**config.mk**
```make
export PLATFORM = sky130hd
export DESIGN_NAME = integ_ovf_top
export DESIGN_NICKNAME = d
export VERILOG_FILES = /design/src/rtl/integ_pkg.sv /design/src/rtl/integ_datapath.sv /design/src/rtl/ovf_tracker.sv /design/src/rtl/integ_ovf_top.sv
export SDC_FILE = /design/constraint.sdc
export NUM_CORES = 1
export LEC_CHECK = 0
export CAP_MARGIN = 15
export CORE_MARGIN = 3
export CORE_UTILIZATION = 25
export DETAILED_ROUTE_END_ITERATION = 12
export GPL_ROUTABILITY_DRIVEN = 0
export HOLD_SLACK_MARGIN = 0.12
export PLACE_DENSITY_LB_ADDON = 0.05
export SETUP_SLACK_MARGIN = 0.02
export SYNTH_ARGS = -nofsm -noshare
export SYNTH_HDL_FRONTEND = slang
export SYNTH_SLANG_ARGS = --single-unit
```
**constraint.sdc**
```tcl
create_clock -name clk -period 5.8 [get_ports clk]
set_clock_uncertainty 0.15 [all_clocks]
set_input_delay 1.16 -clock clk [delete_from_list [all_inputs] [get_ports clk]]
set_output_delay 1.16 -clock clk [all_outputs]
set_load 0.05 [all_outputs]
```
**src/rtl/integ_pkg.sv**
```systemverilog
package integ_pkg;
    // State held per overflow tracker
    typedef struct packed {
        logic pend;   // overflow seen since last publish or reset
        logic flag;   // visible overflow flag
        logic exc;    // exception flag
    } trk_t;

    localparam int CLR_W       = 4;
    localparam int CLR_SUM_OVF = 0;
    localparam int CLR_SUM_EXC = 1;
    localparam int CLR_CNT_OVF = 2;
    localparam int CLR_CNT_EXC = 3;
endpackage

```
**src/rtl/integ_datapath.sv**
```systemverilog
module integ_datapath #(
    parameter int SAMPLE_W = 16,
    parameter int ACC_W    = 32,
    parameter int CNT_W    = 16
) (
    input  logic                clk,
    input  logic                rst_n,
    input  logic                smp_valid,
    input  logic [SAMPLE_W-1:0] smp_data,
    input  logic                int_rst,
    input  logic                sat_acc,
    input  logic                sat_cnt,
    input  logic                cap_req,
    input  logic                rd_cur,
    output logic [ACC_W-1:0]    acc_o,
    output logic [CNT_W-1:0]    cnt_o,
    output logic [ACC_W-1:0]    fin_val_o,
    output logic [CNT_W-1:0]    fin_cnt_o,
    output logic [CNT_W-1:0]    cur_cnt_o,
    output logic                acc_ovf_o,
    output logic                cnt_ovf_o
);
    localparam int EXT_W = ACC_W + 1 - SAMPLE_W;
    localparam logic [ACC_W-1:0] ACC_MAX = {1'b0, {(ACC_W-1){1'b1}}};
    localparam logic [ACC_W-1:0] ACC_MIN = {1'b1, {(ACC_W-1){1'b0}}};
    localparam logic [CNT_W-1:0] CNT_ONE = {{(CNT_W-1){1'b0}}, 1'b1};

    typedef struct packed {
        logic [ACC_W-1:0] acc;
        logic [CNT_W-1:0] cnt;
        logic [ACC_W-1:0] fin_val;
        logic [CNT_W-1:0] fin_cnt;
        logic [CNT_W-1:0] cur_cnt;
    } dp_t;

    dp_t        dp_d, dp_q;
    logic [ACC_W:0] sum_wide;
    logic       acc_ovf, cnt_ovf;

    always_comb begin
        sum_wide = {dp_q.acc[ACC_W-1], dp_q.acc}
                 + {{EXT_W{smp_data[SAMPLE_W-1]}}, smp_data};
        acc_ovf  = smp_valid & ~int_rst & (sum_wide[ACC_W] ^ sum_wide[ACC_W-1]);
        cnt_ovf  = smp_valid & ~int_rst & (&dp_q.cnt);

        dp_d = dp_q;
        if (cap_req) begin
            dp_d.fin_val = dp_q.acc;
            dp_d.fin_cnt = dp_q.cnt;
        end
        if (rd_cur) begin
            dp_d.cur_cnt = dp_q.cnt;
        end
        if (int_rst) begin
            dp_d.acc = '0;
            dp_d.cnt = '0;
        end else if (smp_valid) begin
            if (acc_ovf && sat_acc) begin
                dp_d.acc = sum_wide[ACC_W] ? ACC_MIN : ACC_MAX;
            end else begin
                dp_d.acc = sum_wide[ACC_W-1:0];
            end
            if (!(cnt_ovf && sat_cnt)) begin
                dp_d.cnt = dp_q.cnt + CNT_ONE;
            end
        end
    end

    always_ff @(posedge clk or negedge rst_n) begin
        if (!rst_n) dp_q <= '0;
        else        dp_q <= dp_d;
    end

    assign acc_o     = dp_q.acc;
    assign cnt_o     = dp_q.cnt;
    assign fin_val_o = dp_q.fin_val;
    assign fin_cnt_o = dp_q.fin_cnt;
    assign cur_cnt_o = dp_q.cur_cnt;
    assign acc_ovf_o = acc_ovf;
    assign cnt_ovf_o = cnt_ovf;

    // a saturated accumulator at its top stays there under positive samples
    p_acc_clamp_r2: assert property (@(posedge clk) disable iff (!rst_n)
        (sat_acc && dp_q.acc == ACC_MAX && smp_valid && !smp_data[SAMPLE_W-1] && !int_rst)
        |=> (acc_o == ACC_MAX));
    // a saturated counter at all ones holds
    p_cnt_hold_r3: assert property (@(posedge clk) disable iff (!rst_n)
        (sat_cnt && (&cnt_o) && !int_rst) |=> (&cnt_o));
    // integrator reset zeroes the running values
    p_rst_zero_r9: assert property (@(posedge clk) disable iff (!rst_n)
        int_rst |=> (acc_o == '0 && cnt_o == '0));
    // a read alone leaves the final registers untouched
    p_read_keeps_final_r8: assert property (@(posedge clk) disable iff (!rst_n)
        (rd_cur && !cap_req) |=> ($stable(fin_val_o) && $stable(fin_cnt_o)));
endmodule

```
**src/rtl/ovf_tracker.sv**
```systemverilog
module ovf_tracker
    import integ_pkg::*;
(
    input  logic clk,
    input  logic rst_n,
    input  logic sat_en,
    input  logic ovf_evt,
    input  logic upd_evt,
    input  logic int_rst,
    input  logic clr_flag,
    input  logic clr_exc,
    output logic flag_o,
    output logic exc_o
);
    trk_t trk_d, trk_q;
    logic publish, dbl_ovf;

    always_comb begin
        publish = upd_evt & trk_q.pend;
        dbl_ovf = ~sat_en & ovf_evt & trk_q.pend & ~upd_evt & ~int_rst;

        trk_d.flag = publish | (trk_q.flag & ~clr_flag);
        trk_d.exc  = (publish & (sat_en | trk_q.flag)) | dbl_ovf
                   | (trk_q.exc & ~clr_exc);
        if (int_rst)      trk_d.pend = 1'b0;
        else if (upd_evt) trk_d.pend = ovf_evt;
        else              trk_d.pend = trk_q.pend | ovf_evt;
    end

    always_ff @(posedge clk or negedge rst_n) begin
        if (!rst_n) trk_q <= '0;
        else        trk_q <= trk_d;
    end

    assign flag_o = trk_q.flag;
    assign exc_o  = trk_q.exc;

    // the flag only rises after a publish event
    p_flag_on_publish_r4: assert property (@(posedge clk) disable iff (!rst_n)
        $rose(flag_o) |-> $past(upd_evt));
    // saturated publish raises flag and exception together
    p_sat_exc_r5: assert property (@(posedge clk) disable iff (!rst_n)
        (sat_en && upd_evt && trk_q.pend) |=> (flag_o && exc_o));
    // non-saturated publish on an already set flag raises the exception
    p_repeat_exc_r6: assert property (@(posedge clk) disable iff (!rst_n)
        (!sat_en && upd_evt && trk_q.pend && flag_o) |=> exc_o);
    // second overflow without publish raises exception
    p_double_ovf_r7: assert property (@(posedge clk) disable iff (!rst_n)
        (!sat_en && ovf_evt && trk_q.pend && !upd_evt && !int_rst) |=> exc_o);
    // reset drops the pending state
    p_rst_pend_r9: assert property (@(posedge clk) disable iff (!rst_n)
        int_rst |=> !trk_q.pend);
    // a clear without a competing set drops the flag
    p_clear_r10: assert property (@(posedge clk) disable iff (!rst_n)
        (clr_flag && !(upd_evt && trk_q.pend)) |=> !flag_o);
endmodule

```
**src/rtl/integ_ovf_top.sv**
```systemverilog
module integ_ovf_top
    import integ_pkg::*;
#(
    parameter int SAMPLE_W = 16,
    parameter int ACC_W    = 32,
    parameter int CNT_W    = 16
) (
    input  logic                clk,
    input  logic                rst_n,
    input  logic                smp_valid,
    input  logic [SAMPLE_W-1:0] smp_data,
    input  logic                hw_cap,
    input  logic                sw_cap,
    input  logic                rd_cur,
    input  logic                int_rst,
    input  logic                sat_acc_en,
    input  logic                sat_cnt_en,
    input  logic                err_irq_en,
    input  logic [CLR_W-1:0]    flag_clr,
    output logic [ACC_W-1:0]    acc_val,
    output logic [CNT_W-1:0]    cnt_val,
    output logic [ACC_W-1:0]    fin_val,
    output logic [CNT_W-1:0]    fin_cnt,
    output logic [CNT_W-1:0]    cur_cnt,
    output logic                sum_ovf,
    output logic                sum_exc,
    output logic                cnt_ovf,
    output logic                cnt_exc,
    output logic                err_irq
);
    logic cap_req, upd_evt, acc_ovf_evt, cnt_ovf_evt;

    assign cap_req = hw_cap | sw_cap;
    assign upd_evt = cap_req | rd_cur;

    integ_datapath #(.SAMPLE_W(SAMPLE_W), .ACC_W(ACC_W), .CNT_W(CNT_W)) dp_i (
        .clk(clk), .rst_n(rst_n), .smp_valid(smp_valid), .smp_data(smp_data),
        .int_rst(int_rst), .sat_acc(sat_acc_en), .sat_cnt(sat_cnt_en),
        .cap_req(cap_req), .rd_cur(rd_cur),
        .acc_o(acc_val), .cnt_o(cnt_val), .fin_val_o(fin_val), .fin_cnt_o(fin_cnt),
        .cur_cnt_o(cur_cnt), .acc_ovf_o(acc_ovf_evt), .cnt_ovf_o(cnt_ovf_evt)
    );

    ovf_tracker sum_trk_i (
        .clk(clk), .rst_n(rst_n), .sat_en(sat_acc_en), .ovf_evt(acc_ovf_evt),
        .upd_evt(upd_evt), .int_rst(int_rst),
        .clr_flag(flag_clr[CLR_SUM_OVF]), .clr_exc(flag_clr[CLR_SUM_EXC]),
        .flag_o(sum_ovf), .exc_o(sum_exc)
    );

    ovf_tracker cnt_trk_i (
        .clk(clk), .rst_n(rst_n), .sat_en(sat_cnt_en), .ovf_evt(cnt_ovf_evt),
        .upd_evt(upd_evt), .int_rst(int_rst),
        .clr_flag(flag_clr[CLR_CNT_OVF]), .clr_exc(flag_clr[CLR_CNT_EXC]),
        .flag_o(cnt_ovf), .exc_o(cnt_exc)
    );

    assign err_irq = err_irq_en & (sum_exc | cnt_exc);

    // interrupt never without its enable
    p_irq_gate_r11: assert property (@(posedge clk) disable iff (!rst_n)
        err_irq |-> err_irq_en);
endmodule

```
Word-level counts from Yosys, hierarchy flattened
Index checks and enable logic that the tools add are counted.

word-level totals
  word-level logic and storage cells = 70
  bits in registers = 118
  output and inout bits = 117
  input bits = 30

operators by class
  multiplexer cells = 9
  bitwise gates (word level) = 42
  reductions and logical operators = 5
  add/subtract/negate cells = 2
  equal/unequal tests = 1

operators with widths
  cell                     number
  $mux W48                 2
  $mux W32                 2
  $add A32 B16 Y33         1
  $and A1 B1 Y1            20
  $add A16 B1 Y16 const B  1
  $mux W16                 1
  $reduce_and A16 Y1       1
  $or A1 B1 Y1             13
  $not A1 Y1               8
  $mux W1                  4
  $logic_and A1 B1 Y1      2
  $ne A2 B2 Y1 const B     1
  $reduce_and A2 Y1        1
  $reduce_bool A2 Y1       1
  $xor A1 B1 Y1            1

Logic depth before layout (Yosys ltp)
  word-level depth = 9
  mapped depth = 11
  depth with buffers taken out = 10

By module
From an unflattened synthesis, not the netlist that was laid out.

second synthesis, totals
  cells, all modules = 653
  area total of the unflattened synthesis = 6769.0 µm²

modules (own cells, without submodules)
  module          area an instance (µm²)  sequential area each (µm²)  times used  cells each
  integ_datapath  6478.7                  2802.7                      1           622
  ovf_tracker     135.1                   75.1                        2           14
  integ_ovf_top   20.0                    0.0                         1           3

Least setup slack after synthesis
Ideal clock, no wire load.

  kind = in2reg
  from = in smp_data[0]
  to = reg dp_i.dp_q (netlist bit dp_i.acc_o[2])
  stages = 11
  setup slack = 1.810 ns
  arrival time = 3.714 ns
  required time = 5.524 ns
  library setup time = 0.126 ns
  path buffers = 1
  path through = ha_1 > fa_1 > nand3_1 > a21oi_2 > o41ai_4 > a21oi_2 > a222oi_1 > nand3_1 > o211a_4 > buf_6 > a221o_1

on the way
  word-level cells in the longest chain between the ends = 7
  elaborated cells between the ends (all ways) = 8
  those cells by class = add/sub (1); mux (4); bitwise (2); reduce/logical (1)

ends and longest elaborated chain
  element               RTL line              source
  start, declared       integ_ovf_top.sv:11   input logic [SAMPLE_W-1:0] smp_data,
  $add A32 B16 Y33 *    integ_datapath.sv:42  + {{EXT_W{smp_data[SAMPLE_W-1]}}, smp_data};
  $xor A1 B1 Y1         integ_datapath.sv:43  acc_ovf = smp_valid & ~int_rst & (sum_wide[ACC_W] ^ sum_wide[ACC_W-1]);
  $and A1 B1 Y1         integ_datapath.sv:43
  $logic_and A1 B1 Y1   integ_datapath.sv:58  if (acc_ovf && sat_acc) begin
  $mux W32 *            integ_datapath.sv:58
  $mux W48 *            integ_datapath.sv:57  end else if (smp_valid) begin
  $mux W48 *            integ_datapath.sv:54  if (int_rst) begin
  end signal, assigned  integ_datapath.sv:71  else dp_q <= dp_d;
  end, declared         integ_datapath.sv:36  dp_t dp_d, dp_q;

Every way passes the cells marked *; elsewhere a longest branch is shown, timed or not. The select of a mux whose other input is x is not followed.
A chain may end at the register's enable or synchronous reset.

Worst setup path in the final report
  from = in smp_data[15]
  to = reg dp_i.dp_q (netlist bit dp_i.acc_o[7])

Same word-level chain as after synthesis.

==> results by group <==
STA
  • Tmin final: 4.592 ns
  • RSZ-0062 raised after global routing: no
  • Setup tns final: 0 ns
  • Period utilization: 0.7918
  • Slew @ Worst Pin: 0.9173 ns
  • Maximum clock rate: 217.8 MHz
  • Final Setup Violations: 0
  • Slew Viols, Final: 0
  • Final Hold Fails: 0
  • Slew HR: 0.3878

Routing
  • Initial drt markers: 200
  • Met3 Routed Length: 717 um
  • Max Used Layer: met4
  • First-pass DRT Iterations: 4
  • DRC violations left: 0
  • DRT met1 WL: 8851 um
  • Routed length on met2: 9054 um
  • Antenna Nets Post-Route: 0
  • Drt total wl: between 15,000 and 20,000 um
  • Vias per inst: 4.889
  • Routed len/inst: roughly 18 um
  • Routed via count: 5,236

Logic synthesis
  • Primary FF master, synth: dfrtp_1
  • Mapped Area: 0.006439 mm2
  • Asr flop ratio synth: 1.000
  • Mapped Avg Cell Area: 11.03 um2
  • EDFF count, synth: 0
  • Register area share after synthesis: 0.4586
  • #FFs+latches synth: between 100 and 150
  • Syn Inst Count: 584
  • Synth Net Count: 648
  • YS warnings: 0
  • Cell variety after synth: 55

Worst setup path
  • CP peak stage delay: 0.84 ns
  • CP Cell Sequence: clkdlybuf4s50_1, ha_1, and3_1, and3_1, and4_1, a222oi_1, nand3_1, o211a_4, a221o_1
  • Worst setup SP type: input pin
  • Crit end category: flop
  • Max FO, Critical Path: 31
  • Data arrival time of the critical path: 4.73 ns
  • Most frequent CP cell: and3_1
  • Req. time, crit path: 5.94 ns
  • Slowest CP cell: clkdlybuf4s50_1
  • Crit Path Class: in2reg
  • Buf/Inv on CP: 1
  • Top Family by Delay on Critical Path: compound AO/OA/AOI/OAI gates

Power
  • P_sw: about 2.2 mW
  • Power Dens Cells: 547.3 mW/mm2
  • Switching part of the total power: 0.4452
  • Internal power: approximately 2.7 mW
  • Reg power frac: 0.251
  • Worst VDD drop: 0.0002398 V
  • Clock power frac: 0.239
  • Tot Pwr: 4.869 mW
  • Leakage: 3.917 nW
  • Gate power share: 0.510

Cells and area
  • Synthesis-to-finish area growth: 38.17%
  • # diodes: 0
  • Final nets: 792
  • Layout cells sized above 1: 0.1579
  • Filler cell count: 2,544
  • Final core utilization: 0.3523

Clock network
  • Worst-path clk slew: roughly 0.060 ns
  • Maximum clock path buffer count: 2
  • Clk root buf: clkbuf_16
  • H-Tree Level Count: 4
  • CTS hold repair buffers: 0
  • Clock sinks: 118
  • Total setup buffers inserted after CTS: 0
  • Total CTS buffers: 17
  • Skew-Pair Late Insertion Delay: 0.42 ns
  • CTS tree: built
  • CTS resizes: 0

Die
  • Num rows: 58
  • Starting Density: 0.2550
  • Core box area: 0.02525 mm2
  • Die width: roughly 170 um
  • Die H: 166.5 um
  • Die area: roughly 0.028 mm2
  • Ports: 147

Placement
  • Detailed Place HPWL: ~14,000 um
  • Port Buffers: 146

Global routing
  • First-pass GRT wire length: 30,900 um
  • Vias in the first global route: 5,449
  • Total gr overflow: 0
  • Initial antenna violation count: 0
  • GRT Total Usage: 0.1385
  • Largest net degree at the start of global routing: between 70 and 80

Min path
  • HP Class: reg2reg

Run status
  • Status: completed

Flow run
  • Max-Cap Viols: 0
## cells by family after synthesis
family / Yosys count / synth area share
fa+ha+maj: 34 / 0.06724
xor+xnor: 41 / 0.05577
simple gates: 121 / 0.09017
compound gates: 163 / 0.1873
mux: 64 / 0.1117
buf+inv: 43 / 0.02915
flops: 118 / 0.4586
## Yosys cell counts, types with 16 or more instances
cell type | number | area, um2
a21oi_1 | 38 | 190.2
a221o_1 | 31 | 310.3
clkbuf_1 | 17 | 63.81
dfrtp_1 | 118 | 2953
ha_1 | 33 | 412.9
inv_1 | 16 | 60.06
mux2_2 | 63 | 709.4
nand2_1 | 36 | 135.1
nor2_1 | 34 | 127.6
o21ai_0 | 25 | 125.1
xnor2_1 | 19 | 166.4
xor2_1 | 22 | 192.7
## placed cells by master, fill, tap and decap left out, drive strengths merged, types with 6 or more instances in the layout
| cell type | count |
|---|---|
| o21ai | 28 |
| nand2 | 36 |
| dfrtp | 118 |
| nor2 | 34 |
| nand3 | 11 |
| buf | 7 |
| clkbuf | 17 |
| xor2 | 22 |
| xnor2 | 19 |
| ha | 33 |
| mux2 | 63 |
| o21a | 8 |
| or3 | 7 |
| a221o | 31 |
| clkdlybuf4s50 | 145 |
| a21o | 16 |
| inv | 22 |
| o211ai | 6 |
| a21oi | 41 |
| nand4 | 9 |
## final cells by class
class	instances	area, um2	share of cell area
multi-input cells	423	3321	0.3733
flip-flops and latches	118	2953	0.3319
repair buffers	152	1508	0.1695
clock buffers	17	425.4	0.04782
well taps	330	412.9	0.04641
clock inverters	15	216.5	0.02433
inverters	16	60.06	0.006751
## flip-flops by register name, summed over array words and instances (netlist names)
name,flops
sum_trk_i.flag_o,1
cnt_trk_i.flag_o,1
dp_i.fin_val_o,32
sum_trk_i.exc_o,1
dp_i.cnt_o,16
dp_i.cur_cnt_o,16
cnt_trk_i.exc_o,1
dp_i.acc_o,32
cnt_trk_i.trk_q,1
dp_i.fin_cnt_o,16
sum_trk_i.trk_q,1
## routing by layer
layer / vias to the layer above / track usage
met1: 2605 / 0.1831
li1: 2487 / -
met3: 15 / 0.03323
met2: 129 / 0.2298
met5: - / 0
met4: 0 / 0.03443
## final timing paths
kind | slack, ns | cells after the start | end | start
min in group asynchronous | 0.62 | 1 | dp_i.fin_val_o[2] | rst_n
worst max-delay path | 1.21 | 9 | dp_i.acc_o[7] | smp_data[15]
worst min register to register | 0.33 | 2 | dp_i.fin_cnt_o[14] | dp_i.fin_cnt_o[14]
worst min-delay path | 0.33 | 2 | dp_i.fin_cnt_o[14] | dp_i.fin_cnt_o[14]
worst max register to register | 2.09 | 10 | dp_i.acc_o[7] | dp_i.acc_o[0]
max in group asynchronous | 3.76 | 2 | dp_i.acc_o[7] | rst_n
## worst register-to-register path, stage by stage, from the launching register on
cell	delay [ns]
dfrtp_1	0.42
ha_1	0.27
fa_1	0.44
nand3_1	0.13
a21oi_2	0.11
o41ai_4	0.45
a21oi_2	0.17
a222oi_1	0.49
nand3_1	0.19
o211a_4	0.39
a221o_1	0.39
## power groups by stage
stage               clock (mW)  combinational [mW]  sequential (mW)
global route              1.24                2.65             1.27
floorplan                    0                1.02             1.94
CTS                       1.20                2.50             1.23
global placement             0                2.49             1.24
detailed placement           0                2.49             1.25
finish                    1.17                2.48             1.22
## stage by stage
stage / std cells / setup WS [ns] / hold slack [ns] / area (um2)
2_1_floorplan: 584 / 1.810 / 0.3082 / 6439
3_3_place_gp: 1039 / 0.8606 / 0.3177 / 8254
3_5_place_dp: 1039 / 0.7864 / 0.3275 / 8254
6_report: 1071 / 1.208 / 0.3341 / 8896
4_1_cts: 1071 / 1.215 / 0.3410 / 8896
5_1_grt: 1071 / 1.048 / 0.3679 / 8896
No activity file was read; power rests on OpenSTA's default activity.
